`config.mk`:
```
export PLATFORM = sky130hd
export DESIGN_NAME = pipe_flush_ctrl
export DESIGN_NICKNAME = d
export VERILOG_FILES = /design/src/rtl/pfc_pkg.sv /design/src/rtl/pfc_fetch.sv /design/src/rtl/pfc_stage.sv /design/src/rtl/pipe_flush_ctrl.sv
export SDC_FILE = /design/constraint.sdc
export NUM_CORES = 1
export LEC_CHECK = 0
export ABC_AREA = 1
export BUFFER_PORTS_ARGS = -buffer_cell sky130_fd_sc_hd__clkbuf_2
export CORE_MARGIN = 2
export CORE_UTILIZATION = 35
export DETAILED_ROUTE_END_ITERATION = 8
export PLACE_DENSITY_LB_ADDON = 0.08
export SKIP_CTS_REPAIR_TIMING = 1
export SYNTH_ARGS = -nofsm -noshare
export SYNTH_HDL_FRONTEND = slang
export SYNTH_SLANG_ARGS = --single-unit
```
`constraint.sdc`:
```
create_clock -name clk -period 2.75 [get_ports clk]
set_input_delay 0.55 -clock clk [delete_from_list [all_inputs] [get_ports clk]]
set_output_delay 0.55 -clock clk [all_outputs]
set_load 0.1 [all_outputs]
```
`src/rtl/pfc_pkg.sv`:
```
package pfc_pkg;
    localparam int unsigned PC_W       = 32;
    localparam int unsigned INSN_BYTES = 4;

    typedef logic [PC_W-1:0] pc_t;

    typedef struct packed {
        pc_t  pc;
        logic valid;
    } slot_t;

    function automatic pc_t seq_pc(input pc_t p);
        return p + pc_t'(INSN_BYTES);
    endfunction

    function automatic slot_t make_bubble(input pc_t p);
        slot_t s;
        s.pc    = p;
        s.valid = 1'b0;
        return s;
    endfunction
endpackage

```
`src/rtl/pfc_fetch.sv`:
```
module pfc_fetch
    import pfc_pkg::*;
#(
    parameter pc_t RESET_VEC = pc_t'(32'h100)
) (
    input  logic clk,
    input  logic rst,
    input  logic fetch_rdy,
    input  logic redirect,
    input  pc_t  target,
    output pc_t  fetch_pc,
    output pc_t  next_pc,
    output logic pend_valid
);
    pc_t pend_addr;

    always_comb begin
        if (redirect)
            next_pc = target;
        else if (pend_valid)
            next_pc = pend_addr;
        else
            next_pc = seq_pc(fetch_pc);
    end

    always_ff @(posedge clk) begin
        if (rst) begin
            fetch_pc   <= RESET_VEC;
            pend_valid <= 1'b0;
            pend_addr  <= '0;
        end else if (fetch_rdy) begin
            fetch_pc   <= next_pc;
            pend_valid <= 1'b0;
        end else if (redirect) begin
            pend_valid <= 1'b1;
            pend_addr  <= target;
        end
    end


    stall_hold_chk: assert property (@(posedge clk) disable iff (rst)
        !fetch_rdy |=> $stable(fetch_pc));


    redirect_land_chk: assert property (@(posedge clk) disable iff (rst)
        redirect && fetch_rdy |=> fetch_pc == $past(target));


    redirect_save_chk: assert property (@(posedge clk) disable iff (rst)
        redirect && !fetch_rdy |=> pend_valid);


    saved_land_chk: assert property (@(posedge clk) disable iff (rst)
        pend_valid && !redirect && fetch_rdy |=> fetch_pc == $past(pend_addr));
endmodule

```
`src/rtl/pfc_stage.sv`:
```
module pfc_stage
    import pfc_pkg::*;
(
    input  logic  clk,
    input  logic  rst,
    input  logic  adv,
    input  logic  kill,
    input  slot_t din,
    output slot_t q
);
    always_ff @(posedge clk) begin
        if (rst) begin
            q <= make_bubble('0);
        end else if (adv) begin
            q.pc    <= din.pc;
            q.valid <= din.valid & ~kill;
        end else begin
            q.valid <= q.valid & ~kill;
        end
    end


    slot_hold_chk: assert property (@(posedge clk) disable iff (rst)
        !adv |=> $stable(q.pc));


    slot_kill_chk: assert property (@(posedge clk) disable iff (rst)
        kill |=> !q.valid);
endmodule

```
`src/rtl/pipe_flush_ctrl.sv`:
```
module pipe_flush_ctrl
    import pfc_pkg::*;
#(
    parameter logic [31:0] RESET_VEC = 32'h100
) (
    input  logic        clk,
    input  logic        rst,
    input  logic        fetch_rdy,
    input  logic        ex_taken,
    input  logic [31:0] ex_target,
    output logic [31:0] imem_addr,
    output logic [31:0] next_pc,
    output logic [31:0] fd_pc,
    output logic        fd_valid,
    output logic [31:0] ex_pc,
    output logic        ex_valid,
    output logic [31:0] wb_pc,
    output logic        wb_valid,
    output logic        wb_flush
);
    pc_t   fetch_pc;
    pc_t   nxt;
    logic  pend;
    logic  kill;
    slot_t fd_in, fd_q, ex_in, ex_q, wb_q;

    assign kill = ex_taken & ex_q.valid;

    pfc_fetch #(.RESET_VEC(pc_t'(RESET_VEC))) u_fetch (
        .clk        (clk),
        .rst        (rst),
        .fetch_rdy  (fetch_rdy),
        .redirect   (kill),
        .target     (pc_t'(ex_target)),
        .fetch_pc   (fetch_pc),
        .next_pc    (nxt),
        .pend_valid (pend)
    );

    always_comb begin
        fd_in.pc    = fetch_pc;
        fd_in.valid = 1'b1;
        ex_in       = fetch_rdy ? fd_q : make_bubble(fd_q.pc);
    end

    pfc_stage u_fd (
        .clk (clk), .rst (rst), .adv (fetch_rdy),
        .kill(kill | pend), .din (fd_in), .q (fd_q)
    );

    pfc_stage u_ex (
        .clk (clk), .rst (rst), .adv (1'b1),
        .kill(kill), .din (ex_in), .q (ex_q)
    );

    pfc_stage u_wb (
        .clk (clk), .rst (rst), .adv (1'b1),
        .kill(1'b0), .din (ex_q), .q (wb_q)
    );

    assign imem_addr = 32'(fetch_pc);
    assign next_pc   = 32'(nxt);
    assign fd_pc     = 32'(fd_q.pc);
    assign fd_valid  = fd_q.valid;
    assign ex_pc     = 32'(ex_q.pc);
    assign ex_valid  = ex_q.valid;
    assign wb_pc     = 32'(wb_q.pc);
    assign wb_valid  = wb_q.valid;
    assign wb_flush  = ~wb_q.valid;


    young_kill_chk: assert property (@(posedge clk) disable iff (rst)
        kill |=> !fd_valid && !ex_valid);


    bubble_flush_chk: assert property (@(posedge clk) disable iff (rst)
        !ex_valid |=> wb_flush);


    no_taken_pass_chk: assert property (@(posedge clk) disable iff (rst)
        ex_valid && !ex_taken |=> wb_valid);


    bubble_taken_ignored_chk: assert property (@(posedge clk) disable iff (rst)
        !ex_valid && fetch_rdy && !pend |=> fd_valid);


    branch_retire_chk: assert property (@(posedge clk) disable iff (rst)
        kill |=> wb_valid && wb_pc == $past(ex_pc));
endmodule

```
=== Yosys cells after proc, flatten, opt, wreduce, memory -nomap -nowiden ===
Cells that the tools add are included.

* Word-level logic and storage cells: 24
* Register bits: 164
* Bits of input ports: 36
* Output and inout bits: 164

* Bitwise gates (word level): 8
* Add/sub/neg operators: 1
* Reduce and logical (&&, ||, !) cells: 2
* Multiplexer cells: 4

{| class="wikitable"
|+ Operators with widths
! cell !! number
|-
| 32-bit 2-to-1 mux || 2
|-
| 32-bit by 3-bit adder with 32-bit output (second input constant) || 1
|-
| 1-bit NOT || 4
|-
| 1-bit AND || 3
|-
| 1-bit 2-to-1 mux || 2
|-
| 2-bit AND reduction || 1
|-
| 2-bit OR reduction || 1
|-
| 1-bit OR || 1
|}

=== Logic depth before layout (Yosys ltp) ===
* Depth in word-level cells: 5
* Mapped depth: 12

=== Modules after synthesis ===
Synthesis repeated with hierarchy kept, for this count alone.

* Cell total of the unflattened synthesis: 1277
* Area, all modules: 7927.6 µm²

{| class="wikitable"
|+ Modules (own cells, without submodules)
! module !! cells an instance !! sequential area each (µm²) !! area an instance (µm²) !! times used
|-
| pfc_stage || 210 || 660.6 || 1353.8 || 3
|-
| pfc_fetch || 638 || 1301.2 || 3832.4 || 1
|-
| pipe_flush_ctrl || 9 || 0.0 || 33.8 || 1
|}

=== Least setup slack after synthesis ===
OpenSTA, ideal clock, no wires.

* Kind: register to output
* Start: register u_fetch.fetch_pc[3]
* End: output port next_pc[14]
* Setup slack: -1.192 ns
* Required time: 2.200 ns
* Stages on the path, launching flop included: 8
* Data arrival time: 3.392 ns
* Cell sequence: dfxtp_1 > ha_1 > nand2_1 > nor2_2 > nand2_2 > nor2_2 > o21ai_1 > o21bai_1

* Longest elaborated chain between the ends: 3

{| class="wikitable"
|+ RTL lines
! what !! RTL line !! RTL
|-
| start, declared || pfc_fetch.sv:11 || <nowiki>output pc_t fetch_pc,</nowiki>
|-
| start signal, assigned || pfc_fetch.sv:32 || <nowiki>fetch_pc <= next_pc;</nowiki>
|-
| 32-bit by 3-bit adder with 32-bit output || pfc_pkg.sv:13 || <nowiki>return p + pc_t'(INSN_BYTES);</nowiki>
|-
| 32-bit 2-to-1 mux || pfc_fetch.sv:20 || <nowiki>else if (pend_valid)</nowiki>
|-
| 32-bit 2-to-1 mux || pfc_fetch.sv:18 || <nowiki>if (redirect)</nowiki>
|-
| end, declared || pipe_flush_ctrl.sv:12 || <nowiki>output logic [31:0] next_pc,</nowiki>
|}

No other way between the ends.

=== Worst setup path after layout ===
* Start: register u_fetch.fetch_pc[3]
* End: output port next_pc[12]

Same word-level chain as after synthesis.

==> results.md <==
* Crit path cell chain: ha_4 > nand2_2 > nor2_4 > nand2_4 > nor2_2 > nand2_1 > nand3_1 > nand3_1 > buf_12
* Crit-path max FO at 7
* DR vias/cell at 4.54
* Sum Neg Setup Slack at 0 ns
* Mapped Cells at 917
* Global-route wire length before repair at 31300 um
* Largest net degree at the start of global routing at 67
* Synth-to-layout area growth at 38.8%
* Crit-path leading delay family: simple AND/OR/NAND/NOR gates
* Worst rel slew slack at 55.3%
* Area share of the largest cell type after synthesis at 50.4%
* CTS max path bufs at 2
* Worst vdd ir at ~0.41 mV
* Global-route usage over all layers at 20.2%
* Router iterations before antenna repair at 5
* Post-DP HPWL at 15100 um
* Layout Cells excl Fill at approximately 1300
* Slowest library cell on the worst path: dfxtp_4
* Die ar. at 19700 um^2
* Iter 0 DRT Violations at 363
* I/O Buffers at between 150 and 200
* Most used cell, CP: nand3_1
* Hold path startpoint: ex_target[0]
* Cts bufs inserted at 17
* Worst Setup End Kind: output port
* Synth Net Count at 954
* Die H at 140 um
* N_diodes at 0
* Final Hold Viols at 0
* # fillers at 1815
* H-tree levels at 4
* Slew Viols, Final at 0
* Worst setup path start: u_fetch.fetch_pc[3]$_SDFFE_PP0P_
* Post-synthesis cell type count at 28
* Mapped Area at 6510 um^2
* Final Critical Period at 2.61 ns
* Min Hold Slack at 0.371 ns
* Hold WC Path Type: in2reg
* Clock Pin Slew Worst Setup and Hold Paths at approximately 0.070 ns
* Slowest stage delay, CP at around 0.37 ns
* Critical Path RT at 2.20 ns
* WL final at 20100 um
* Final Cycle Share at a little over nine tenths
* Vias in the first global route at approximately 5600
* Initial antenna violation count at 0
* DR vias at 6128
* Yosys warns at 0
* RSZ-0062 raised after global routing: no
* Fmax achieved at 0.383 GHz
* # IOs at 200
* Max_cap viols at 0
* Worst slew pin tran at 0.671 ns
* Seq/Total Area, Yosys at between 50% and 60%
* Worst setup margin at 0.141 ns
* Die X-Extent at 140 um
* Clock Latency Late Sink at 0.42 ns
* Mapped Avg Cell Area at 7.10 um^2
* Post-synthesis register bit count at 164
* Critical path class: reg2out
* Clk_skew at 0.0119 ns
* Type of origin of the critical path: flop
* Sequential Area at between 3000 and 4000 um^2
* WP buf/inv at 1
* Area contributors post-synth: dfxtp_1 50%, nand2_1 17%, inv_1 7.3%
* Drt drc at 0
* Leak Pwr at 3.97 nW
* # nets final at roughly 1100
* R2R Path Start: u_fetch.fetch_pc[3]$_SDFFE_PP0P_
* ANT nets after route at 0
* CTS tree: done
* Share of layout cells above drive strength 1 at 27.3%
* Core Area at 18100 um^2
* Clock Tree Root: clkbuf_16
* Final setup viols at 0
* Initial core utilization at 36.0%
* Pwr dens at 614 nW/um^2
* Multi-input logic area at 2670 um^2
* Placer congestion estimate at between 0.8 and 0.9
* Cell row count at 49
* R2r setup slk at 1.00 ns
* Final Total Pwr at roughly 5.5 mW
* CTS Sinks at 164
* Drt wl/cell at 14.9 um
* GRT overflow at 0
* Placed Cells at 1318
* Critical path arrival at 2.06 ns
* Post-place setup slack at 0.400 ns
* Status: completed
* Synth area leader: dfxtp_1
[metal layers]
layer	global-route usage (%)	share of wire (%)	vias to the layer above
li1	-	-	3213
met1	30.0	50	2715
met2	29.3	42	184
met3	4.17	6.1	16
met4	6.38	1.4	0
met5	0	0	-
[final timing paths]
check,to,depth (start not counted)
worst max-delay path,next_pc[12],9
worst min-delay path,u_fetch.pend_addr[0]$_SDFFE_PP0P_,3
worst max register to register,u_fetch.fetch_pc[12]$_SDFFE_PP0P_,10
worst min register to register,u_wb.q[31]$_SDFF_PP0_,2
[stage by stage]
| stage | area [um^2] | util (%) |
|---|---|---|
| detailed placement | 8390 | 46.4 |
| CTS | 9020 | 49.9 |
| floorplan | 6650 | - |
| global placement | 8390 | 46.4 |
| finish | 9040 | 50.0 |
| global route | 9040 | 50.0 |
[cells in the mapped netlist, drive strengths merged]
cell and n:
nand4 1, xor2 4, nand3 59, xnor2 1, nand2 306, ha 1, o22ai 32, o211ai 5
and2 1, clkinv 1, dfxtp 164, a21oi 33, nor2 107, a211oi 1, nor3 5, buf 17
o21bai 5, clkbuf 24, o21ai 22, inv 128
[cell families after synthesis]
kind of cell | share of synthesized area (%)
simple gates | 30.0
buf+inv | 10.0
flops | 50.4
compound gates | 8.68
xor+xnor | 0.672
fa+ha+maj | 0.192
[layout by cell type (no fill, tap or decap), types with 2 or more instances in the layout]
cell / instances
a21oi_1: 33
buf_12: 34
buf_4: 13
bufinv_16: 4
clkbuf_16: 17
clkbuf_2: 166
dfxtp_1: 133
dfxtp_2: 22
dfxtp_4: 9
inv_1: 126
inv_2: 2
inv_6: 6
nand2_1: 297
nand2_2: 5
nand2_4: 4
nand3_1: 58
nor2_1: 94
nor2_2: 6
nor2_4: 7
nor3_1: 5
o211ai_1: 5
o21ai_0: 19
o21ai_1: 3
o21bai_4: 4
o22ai_1: 32
xor2_1: 4
[layout make-up]
cell class | count | share of cell area, %
clock buffer | 17 | 4.71
timing repair buffer | 213 | 17.8
multi-input combinational | 583 | 29.6
sequential | 164 | 37.0
inverter | 129 | 5.36
clock inverter | 14 | 2.37
tap | 229 | 3.17
[worst register-to-register path: cells and delay by family, from the launching register on]
family | cells | cell delay [ns]
fa+ha+maj | 1 | 0.15
simple gates | 8 | 1.02
flops | 1 | 0.37
compound gates | 1 | 0.08
[report_power, final]
group          total (mW)  switching (mW)  internal, mW  leakage [nW]
clock network        2.60            1.05          1.55         0.311
registers            2.41          0.0204          2.39          1.34
logic               0.538           0.410         0.128          2.31
total                5.55            1.48          4.07          3.97
[sequential cells by signal, summed over array words and instances (netlist names)]
signal,flops
u_fetch.fetch_pc,32
u_wb.q,33
u_fetch.pend_valid,1
u_fd.q,33
u_ex.q,33
u_fetch.pend_addr,32
Power figures use the tool's default switching activity.
